<file path="config.mk">
export PLATFORM = sky130hd
export DESIGN_NAME = prio_irq_ctrl
export DESIGN_NICKNAME = d
export VERILOG_FILES = /design/src/rtl/irqc_pkg.sv /design/src/rtl/irqc_prio_regs.sv /design/src/rtl/irqc_arbiter.sv /design/src/rtl/prio_irq_ctrl.sv
export SDC_FILE = /design/constraint.sdc
export NUM_CORES = 1
export LEC_CHECK = 0
export CORE_MARGIN = 5
export CORE_UTILIZATION = 30
export CTS_BUF_LIST = sky130_fd_sc_hd__clkbuf_16
export DETAILED_ROUTE_END_ITERATION = 8
export DONT_BUFFER_PORTS = 1
export SLEW_MARGIN = 20
export SYNTH_ARGS = -nofsm -noshare
export SYNTH_HDL_FRONTEND = slang
export SYNTH_SLANG_ARGS = --single-unit
</file>
<file path="constraint.sdc">
create_clock -name clk -period 131.1 [get_ports clk]
set_clock_uncertainty 0.15 [all_clocks]
set_input_delay 39.33 -clock clk [delete_from_list [all_inputs] [get_ports clk]]
set_output_delay 39.33 -clock clk [all_outputs]
set_load 0.01 [all_outputs]
</file>
<file path="src/rtl/irqc_pkg.sv">
package irqc_pkg;
  localparam int LVL_W = 4;
  localparam int FLD_PER_REG = 4;
  localparam int REG_W = LVL_W * FLD_PER_REG;

  typedef logic [LVL_W-1:0] lvl_t;

  // Register index holding a module's level field.
  function automatic int unsigned reg_of_mod(input int unsigned m);
    return m / FLD_PER_REG;
  endfunction

  // Bit position of a module's field inside its register.
  function automatic int unsigned lsb_of_mod(input int unsigned m);
    return (m % FLD_PER_REG) * LVL_W;
  endfunction

  // Vector for a global source index.
  function automatic int unsigned src_vector(input int unsigned base, input int unsigned s);
    return base + s;
  endfunction
endpackage

</file>
<file path="src/rtl/irqc_prio_regs.sv">
module irqc_prio_regs
  import irqc_pkg::*;
#(
  parameter int N_MOD = 19,
  parameter int AW    = 3
) (
  input  logic                   clk,
  input  logic                   rst_n,
  input  logic                   we,
  input  logic [AW-1:0]          addr,
  input  logic [REG_W-1:0]       wdata,
  output logic [REG_W-1:0]       rdata,
  output logic [N_MOD*LVL_W-1:0] mod_lvl
);
  for (genvar m = 0; m < N_MOD; m++) begin : g_fld
    localparam int unsigned RIDX = reg_of_mod(m);
    localparam int unsigned LSB  = lsb_of_mod(m);
    always_ff @(posedge clk or negedge rst_n) begin
      if (!rst_n)
        mod_lvl[m*LVL_W +: LVL_W] <= '0;
      else if (we && addr == AW'(RIDX))
        mod_lvl[m*LVL_W +: LVL_W] <= wdata[LSB +: LVL_W];
    end
  end

  always_comb begin
    rdata = '0;
    for (int m = 0; m < N_MOD; m++) begin
      if (addr == AW'(reg_of_mod(m)))
        rdata[lsb_of_mod(m) +: LVL_W] = mod_lvl[m*LVL_W +: LVL_W];
    end
  end
endmodule

</file>
<file path="src/rtl/irqc_arbiter.sv">
module irqc_arbiter
  import irqc_pkg::*;
#(
  parameter int N_MOD = 19,
  parameter int SPM   = 4,
  parameter int IDX_W = 7
) (
  input  logic [N_MOD*SPM-1:0]   req,
  input  logic [N_MOD*LVL_W-1:0] mod_lvl,
  input  lvl_t                   mask,
  output logic                   found,
  output logic [IDX_W-1:0]       idx,
  output lvl_t                   lvl
);
  localparam int N_SRC = N_MOD * SPM;

  lvl_t             src_lvl [N_SRC];
  logic [N_SRC-1:0] elig;

  for (genvar s = 0; s < N_SRC; s++) begin : g_src
    assign src_lvl[s] = mod_lvl[(s/SPM)*LVL_W +: LVL_W];
    assign elig[s]    = req[s] && (src_lvl[s] > mask);
  end

  // Scan downward so that, on equal level, the lowest index is kept.
  always_comb begin
    found = 1'b0;
    idx   = '0;
    lvl   = '0;
    for (int i = N_SRC - 1; i >= 0; i--) begin
      if (elig[i] && src_lvl[i] >= lvl) begin
        found = 1'b1;
        idx   = IDX_W'(i);
        lvl   = src_lvl[i];
      end
    end
  end
endmodule

</file>
<file path="src/rtl/prio_irq_ctrl.sv">
module prio_irq_ctrl
  import irqc_pkg::*;
#(
  parameter int N_MOD    = 19,
  parameter int SPM      = 4,
  parameter int AW       = 3,
  parameter int VEC_W    = 8,
  parameter int VEC_BASE = 64,
  localparam int N_SRC   = N_MOD * SPM,
  localparam int IDX_W   = $clog2(N_SRC)
) (
  input  logic             clk,
  input  logic             rst_n,
  input  logic [N_SRC-1:0] req_i,
  input  logic             reg_we,
  input  logic [AW-1:0]    reg_addr,
  input  logic [REG_W-1:0] reg_wdata,
  output logic [REG_W-1:0] reg_rdata,
  input  logic [LVL_W-1:0] cpu_mask,
  input  logic             irq_ack,
  output logic             irq_o,
  output logic [VEC_W-1:0] irq_vec,
  output logic [LVL_W-1:0] irq_lvl,
  output logic             mask_ld_o,
  output logic [LVL_W-1:0] mask_val_o
);
  logic [N_MOD*LVL_W-1:0] mod_lvl;
  logic                   arb_found;
  logic [IDX_W-1:0]       arb_idx;
  lvl_t                   arb_lvl;
  logic                   accept_ev;
  logic                   load_ev;

  irqc_prio_regs #(.N_MOD(N_MOD), .AW(AW)) u_regs (
    .clk(clk), .rst_n(rst_n), .we(reg_we), .addr(reg_addr),
    .wdata(reg_wdata), .rdata(reg_rdata), .mod_lvl(mod_lvl)
  );

  irqc_arbiter #(.N_MOD(N_MOD), .SPM(SPM), .IDX_W(IDX_W)) u_arb (
    .req(req_i), .mod_lvl(mod_lvl), .mask(cpu_mask),
    .found(arb_found), .idx(arb_idx), .lvl(arb_lvl)
  );

  assign accept_ev = irq_o && irq_ack;
  assign load_ev   = !irq_o && !mask_ld_o;

  always_ff @(posedge clk or negedge rst_n) begin
    if (!rst_n) begin
      irq_o      <= 1'b0;
      irq_vec    <= '0;
      irq_lvl    <= '0;
      mask_ld_o  <= 1'b0;
      mask_val_o <= '0;
    end else begin
      mask_ld_o <= 1'b0;
      if (accept_ev) begin
        irq_o      <= 1'b0;
        mask_ld_o  <= 1'b1;
        mask_val_o <= irq_lvl;
      end else if (load_ev) begin
        irq_o   <= arb_found;
        irq_vec <= VEC_W'(src_vector(VEC_BASE, 32'(arb_idx)));
        irq_lvl <= arb_lvl;
      end
    end
  end
endmodule


</file>
==> results by group, run 1 <==
GRT
  – Global-route usage over all layers: 22.3%
  – Vias in the first global route: 24,000
  – Largest net degree at the start of global routing: 95
  – Initial antenna violation count: 5
  – Gr ovfl total: 0
  – First-pass GRT wire length: 130,000 um

Placed design
  – Hpwl dp: 65,100 um
  – GP Congestion: 0.942
  – Port Buffers: 0

Critical path
  – CP most frequent cell: ha_4
  – Worst Path Max Fanout: 6
  – Worst EP arrival: 139,500 ps
  – Crit. End Element: flip-flop
  – CP top delay family: compound AO/OA/AOI/OAI gates
  – CP Buf/Inv Count: 48
  – Slowest-stage cell, CP: or4_4
  – WP data required: 131,200 ps
  – Max incr delay on CP: 550 ps
  – Crit Path Class: input pin to flip-flop
  – Critical Path Start Type: input pin

Floorplan
  – Die area: 70,200 um^2
  – Ports: about 140
  – Initial core utilization: 30.3%
  – Core ar.: 64,500 um^2
  – Row Count: 93
  – Die H: 265 um
  – Die extent in x: 265 um

Clock network
  – Hold buffer count at cts: 0
  – Clk sink count: 94
  – CTS H-Tree Depth: 3
  – CTS tree: done
  – CTS buffer count: 9
  – Clock root buffer: clkbuf_16
  – CTS max path bufs: 2
  – Clock transition at path regs: around 70 ps
  – Clock Latency Late Sink: 350 ps

Timing
  – Relative slew slack: 23.5%
  – RSZ-0062 raised after global routing: yes
  – Period utilisation layout: 106%
  – Worst setup margin: -8290 ps
  – Minimum clock period: 139,390 ps
  – Total Neg Setup Slack: -105,260 ps
  – Final Slew Violations: 0
  – Worst-Margin Slew: 1140 ps
  – Final count of hold timing violations: 0
  – Max frequency: roughly 7.2 MHz
  – Setup Viol. Count Final: 13

Routing
  – DR vias/cell: 5.66
  – Per-cell routed wire length: between 15 and 20 um
  – Vias: ~24,000
  – DRT Pass-1 Iters: 6
  – Drt drc: 0
  – Initial DRC Count: approximately 1,700
  – Total wire length: between 80,000 and 90,000 um
  – Post-route ant nets: 0

Worst hold path
  – HP Class: flip-flop to flip-flop

Synth
  – Sequential-to-total area share from yosys stat: about an eighth
  – Yosys reg bits: 94
  – Mapped Cells: 2,552
  – Yosys top cell area share: between 10% and 20%
  – Cell Area, Synth: 19,500 um^2
  – Netlist cell types: 131
  – Synth warn: 0
  – Synth area leader: ha_1
  – Synth top area cells: ha_1, dfrtp_1, mux2_2
  – Most frequent cells after synthesis: nand2_1, ha_1, o21ai_0
  – Cell with the most instances after synthesis: nand2_1
  – Post-synth EDFFs: 0
  – Top FF cell, synth: dfrtp_1
  – Post-synthesis area per instance: ~7.6 um^2
  – Syn nets: roughly 2,900
  – Asr flop ratio synth: 100%

Status
  – Violated checks: negative setup slack
  – Status: complete, but fails checks

Flow run
  – Max-Cap Viols: 0

Final layout
  – Share of cells above drive strength 1: 50.4%
  – Nets@finish: between 3,000 and 4,000
  – Area Growth Syn to Fin: 64.0%
  – Filler cells: slightly below 6,000
worst register-to-register path: cells and delay by family, from the launching register on:
kind	cells	cell delay, ps
buf+inv	47	5080
fa+ha+maj	75	18580
simple gates	180	24570
flops	1	670
compound gates	208	33820
mux	56	17960
cell families after synthesis:
group           after synthesis  synth area share, %
simple gates                964                 25.3
compound gates              810                 29.4
fa+ha+maj                   257                 16.4
buf+inv                     229                 4.66
mux                         194                 12.0
flops                        94                 12.1
xor+xnor                      4                0.180
metrics by stage:
stage	util (%)	area (um^2)	setup WS (ps)	instances	hold slack, ps
2_1_floorplan	-	21900	-5310	2552	367
3_3_place_gp	42.9	27600	-8240	4004	393
4_1_cts	46.4	29900	-6640	4202	425
6_report	49.6	32000	-8290	4309	430
3_5_place_dp	42.9	27600	-10090	4004	409
5_1_grt	49.6	32000	-12350	4308	455
cell usage in the layout, fill, tap and decap left out, types with 16 or more instances in the layout:
cell | Yosys | final
a31oi_1 | 32 | 20
nor2b_1 | 48 | 37
inv_1 | 159 | 138
ha_1 | 252 | 170
nand2_1 | 277 | 247
or3_1 | 21 | 18
o211ai_1 | 34 | 34
mux2_4 | 0 | 60
nand3_1 | 95 | 80
nor3_1 | 37 | 30
mux4_2 | 16 | 16
a21oi_1 | 166 | 106
o21ai_1 | 22 | 30
o21a_1 | 21 | 21
o21ai_2 | 2 | 56
dfrtp_1 | 94 | 94
mux2_2 | 129 | 72
nor2_2 | 1 | 18
mux2i_1 | 42 | 26
buf_4 | 4 | 937
nor2_4 | 1 | 31
a21oi_2 | 0 | 38
o21ai_0 | 211 | 140
a41oi_1 | 24 | 18
and3_1 | 44 | 28
and2_1 | 51 | 43
inv_2 | 1 | 16
a21o_1 | 27 | 27
nand2b_1 | 91 | 39
nand2b_4 | 1 | 53
nand4_1 | 31 | 31
nand2_2 | 5 | 27
a21oi_4 | 4 | 26
nor2_1 | 178 | 131
and3_4 | 0 | 16
ha_4 | 0 | 78
state kept, by name, indices dropped and copies added (netlist names):
register / cells
irq_o: 1
u_regs.mod_lvl: 76
irq_vec: 8
mask_val_o: 4
mask_ld_o: 1
irq_lvl: 4
what timing repair did:
item | CTS | global route
setup endpoints to repair | 13 | 13
setup buffers | 184 | 108
pin swaps | 155 | 245
resized for setup | 137 | 246
gates cloned | 0 | 0
path summary, 6_finish.rpt:
check | start | endpoint | slack [ps] | depth (start not counted)
setup / recovery | cpu_mask[1] | irq_vec[4]$_DFFE_PN0P_ | -8290 | 567
max in group asynchronous | rst_n | irq_lvl[3]$_DFFE_PN0P_ | 92070 | 0
hold / removal | irq_vec[7]$_DFFE_PN0P_ | irq_vec[7]$_DFFE_PN0P_ | 430 | 1
min in group asynchronous | rst_n | irq_vec[0]$_DFFE_PN0P_ | 38510 | 0
setup reg to reg | u_regs.mod_lvl[73]$_DFFE_PN0P_ | irq_vec[4]$_DFFE_PN0P_ | 30140 | 566
hold reg to reg | irq_vec[7]$_DFFE_PN0P_ | irq_vec[7]$_DFFE_PN0P_ | 430 | 1
cell type report:
type / instances / area, um^2 / share of cell area, %
clock inverter: 7 / 98.8 / 0.309
inverter: 160 / 621 / 1.94
tap: 855 / 1070 / 3.34
clock buffer: 9 / 225 / 0.704
antenna: 5 / 12.5 / 0.0391
sequential: 94 / 2350 / 7.35
multi-input combinational: 2229 / 20400 / 63.9
timing repair buffer: 950 / 7180 / 22.4
per-layer routing:
| metal | vias up | wire length [um] | GRT usage [%] |
|---|---|---|---|
| met4 | 0 | 2490 | 6.01 |
| li1 | 11500 | - | - |
| met3 | 166 | 5530 | 3.64 |
| met1 | 11900 | 36100 | 28.5 |
| met5 | - | 0 | 0 |
| met2 | 802 | 42000 | 39.1 |
Power of run 1 is left out: the tool's default activity adds up to more than one toggle a clock period on the data nets, which glitch-free logic cannot reach.
==> inputs of run 2 (changes only) <==
==> constraint.sdc (replaced) <==
create_clock -name clk -period 131.1 [get_ports clk]
set_clock_uncertainty 0.15 [all_clocks]
set_input_delay 13.11 -clock clk [delete_from_list [all_inputs] [get_ports clk]]
set_output_delay 13.11 -clock clk [all_outputs]
set_load 0.01 [all_outputs]
==> results by group, run 2 (synthesis results as in run 1) <==
GRT
  – Initial antenna violation count: 7 (+2)
  – First-pass GRT wire length: 104,000 um (-20%)
  – Global-route usage over all layers: 18.0% (-4.3 points)
  – Vias in the first global route: 18,500 (-23%)
  – Gr ovfl total: 0 (unchanged)
  – Largest net degree at the start of global routing: 95 (unchanged)

Placed design
  – Hpwl dp: 54,800 um (-16%)
  – GP Congestion: 0.875 (-7.2%)
  – Placed Cells: 3,493 (-13%)
  – Post-DP Area: 21,400 um^2 (-22%)
  – Port Buffers: 0 (unchanged)

Worst hold path
  – Worst Hold Depth: 1 (unchanged)
  – HP Class: flip-flop to flip-flop

Clock network
  – Clk sink count: 94 (unchanged)
  – Clock Latency Late Sink: 360 ps (about the same)
  – CTS H-Tree Depth: 3 (unchanged)
  – Hold buffer count at cts: 0 (unchanged)
  – CTS buffer count: 9 (unchanged)
  – CTS tree: done
  – Clock transition at path regs: 70 ps (about the same)
  – CTS max path bufs: 2 (unchanged)
  – Clock root buffer: clkbuf_16

Final layout
  – Area Growth Syn to Fin: 15.1%
  – Most frequent cells in the layout: nand2_1, ha_1, o21ai_0, buf_4, nor2_1
  – Biggest register: u_regs.mod_lvl
  – Final Non-Filler Cells: 3,546 (-18%)
  – Share of cells above drive strength 1: 19.6% (-31 points)
  – Register Area: 2350 um^2 (unchanged)
  – Nets@finish: 3,040 (-20%)
  – Filler cells: 6,786 (+16%)
  – Regs by FF count: u_regs.mod_lvl x76, irq_vec x8
  – Final Cell Area: 22,400 um^2 (-30%)
  – Commonest non-fill, non-tap cell in the layout: nand2_1
  – Area occupied by multi-input gates: 16,700 um^2 (-18%)
  – Largest register FFs: 76 (unchanged)

Routing
  – Per-cell routed wire length: 19.1 um (-4.3%)
  – DR vias/cell: 5.70 (+0.66%)
  – Vias: 20,200 (-17%)
  – DRT Pass-1 Iters: 6 (unchanged)
  – Post-route ant nets: 0 (unchanged)
  – Total wire length: 67,800 um (-21%)
  – Initial DRC Count: 1,649 (-1.8%)
  – Drt drc: 0 (unchanged)

Critical path
  – R2R Setup Slk: 20,340 ps (-9800 ps)
  – CP most frequent cell: ha_1
  – Critical Path Start Type: input pin
  – Register-to-Register Path Depth: 561 (-0.88%)
  – Slowest-stage cell, CP: or4_4
  – Crit Path Class: input pin to flip-flop
  – Worst EP arrival: 123,190 ps (-16,310 ps)
  – WP data required: 131,200 ps (about the same)
  – Max incr delay on CP: 570 ps (+20 ps)
  – Crit. End Element: flip-flop
  – Worst Path Max Fanout: 11 (+5)

Timing
  – Final count of hold timing violations: 0 (unchanged)
  – Minimum clock period: 123,090 ps (-16,310 ps)
  – Total Neg Setup Slack: 0 ps (+105,260 ps)
  – Worst-Margin Slew: 1020 ps (-125 ps)
  – Period utilisation layout: 93.9% (-12 points)
  – Final Slew Violations: 0 (unchanged)
  – Max frequency: 8.12 MHz (+13%)
  – Setup Viol. Count Final: 0 (-13)
  – Relative slew slack: 31.8% (+8.2 points)

Floorplan
  – Die extent in x: 265 um (unchanged)
  – Initial core utilization: 30.3% (unchanged)
  – Row Count: 93 (unchanged)
  – Ports: 137 (unchanged)
  – Die H: 265 um (unchanged)
  – Die area: 70,200 um^2 (unchanged)
  – Core ar.: 64,500 um^2 (unchanged)

Status
  – Status: finished, final reports clean

Flow run
  – Max-Cap Viols: 0 (unchanged)
## run 2: cell count changes in the layout (fill, tap and decap cells not counted), sizes merged
| cell | previous run | this run |
|---|---|---|
| diode | 5 | 1 |
| clkinvlp | 4 | 0 |
| inv | 160 | 165 |
| buf | 950 | 191 |
| bufinv | 2 | 1 |
## run 2: stage by stage
| stage | hold WS (ps) | util (%) | setup slack, ps |
|---|---|---|---|
| after floorplan | 367 | - | 11390 |
| after global placement | 405 | 33.3 | 1680 |
| after detailed placement | 411 | 33.3 | 1350 |
| after CTS | 427 | 33.7 | 1190 |
| after global routing | 463 | 34.8 | -302 |
| final | 424 | 34.8 | 8010 |
## run 2: cell type report
class | instances | area share, %
repair buffers | 191 | 6.39
inverters | 160 | 2.68
flip-flops and latches | 94 | 10.5
diodes | 1 | 0.0111
clock buffers | 9 | 1.00
well taps | 855 | 4.77
multi-input cells | 2229 | 74.3
clock inverters | 7 | 0.340
## run 2: repair_timing
| item | 4_1_cts | 5_1_grt |
|---|---|---|
| buffers inserted | 0 | 36 |
| gates resized for setup | 0 | 120 |
| endpoints found under the setup margin | 0 | 13 |
## run 2: worst paths after layout
check / startpoint / to
min: irq_vec[7]$_DFFE_PN0P_ / irq_vec[7]$_DFFE_PN0P_
min in group asynchronous: rst_n / irq_vec[1]$_DFFE_PN0P_
max reg2reg: u_regs.mod_lvl[72]$_DFFE_PN0P_ / irq_vec[5]$_DFFE_PN0P_
max: cpu_mask[1] / irq_vec[5]$_DFFE_PN0P_
max in group asynchronous: rst_n / u_regs.mod_lvl[10]$_DFFE_PN0P_
min reg2reg: irq_vec[7]$_DFFE_PN0P_ / irq_vec[7]$_DFFE_PN0P_
## run 2: worst max-delay path, delay by kind of cell
kind                       cells  cell delay, ps
AOI/OAI and AO/OA            222           39590
and+or+nand+nor              179           27600
adders and majority gates     76           20500
muxes                         57           19280
buffers and inverters         28            3030
## run 2: metal layers
| metal | global-route usage (%) | wire length [um] | part of all wire (%) |
|---|---|---|---|
| met5 | 0 | 62 | 0.091 |
| met4 | 3.45 | 1340 | 2.0 |
| met3 | 4.33 | 5160 | 7.6 |
| met2 | 30.2 | 31400 | 46 |
| met1 | 23.8 | 29800 | 44 |
Power of run 2 is left out for the same reason.
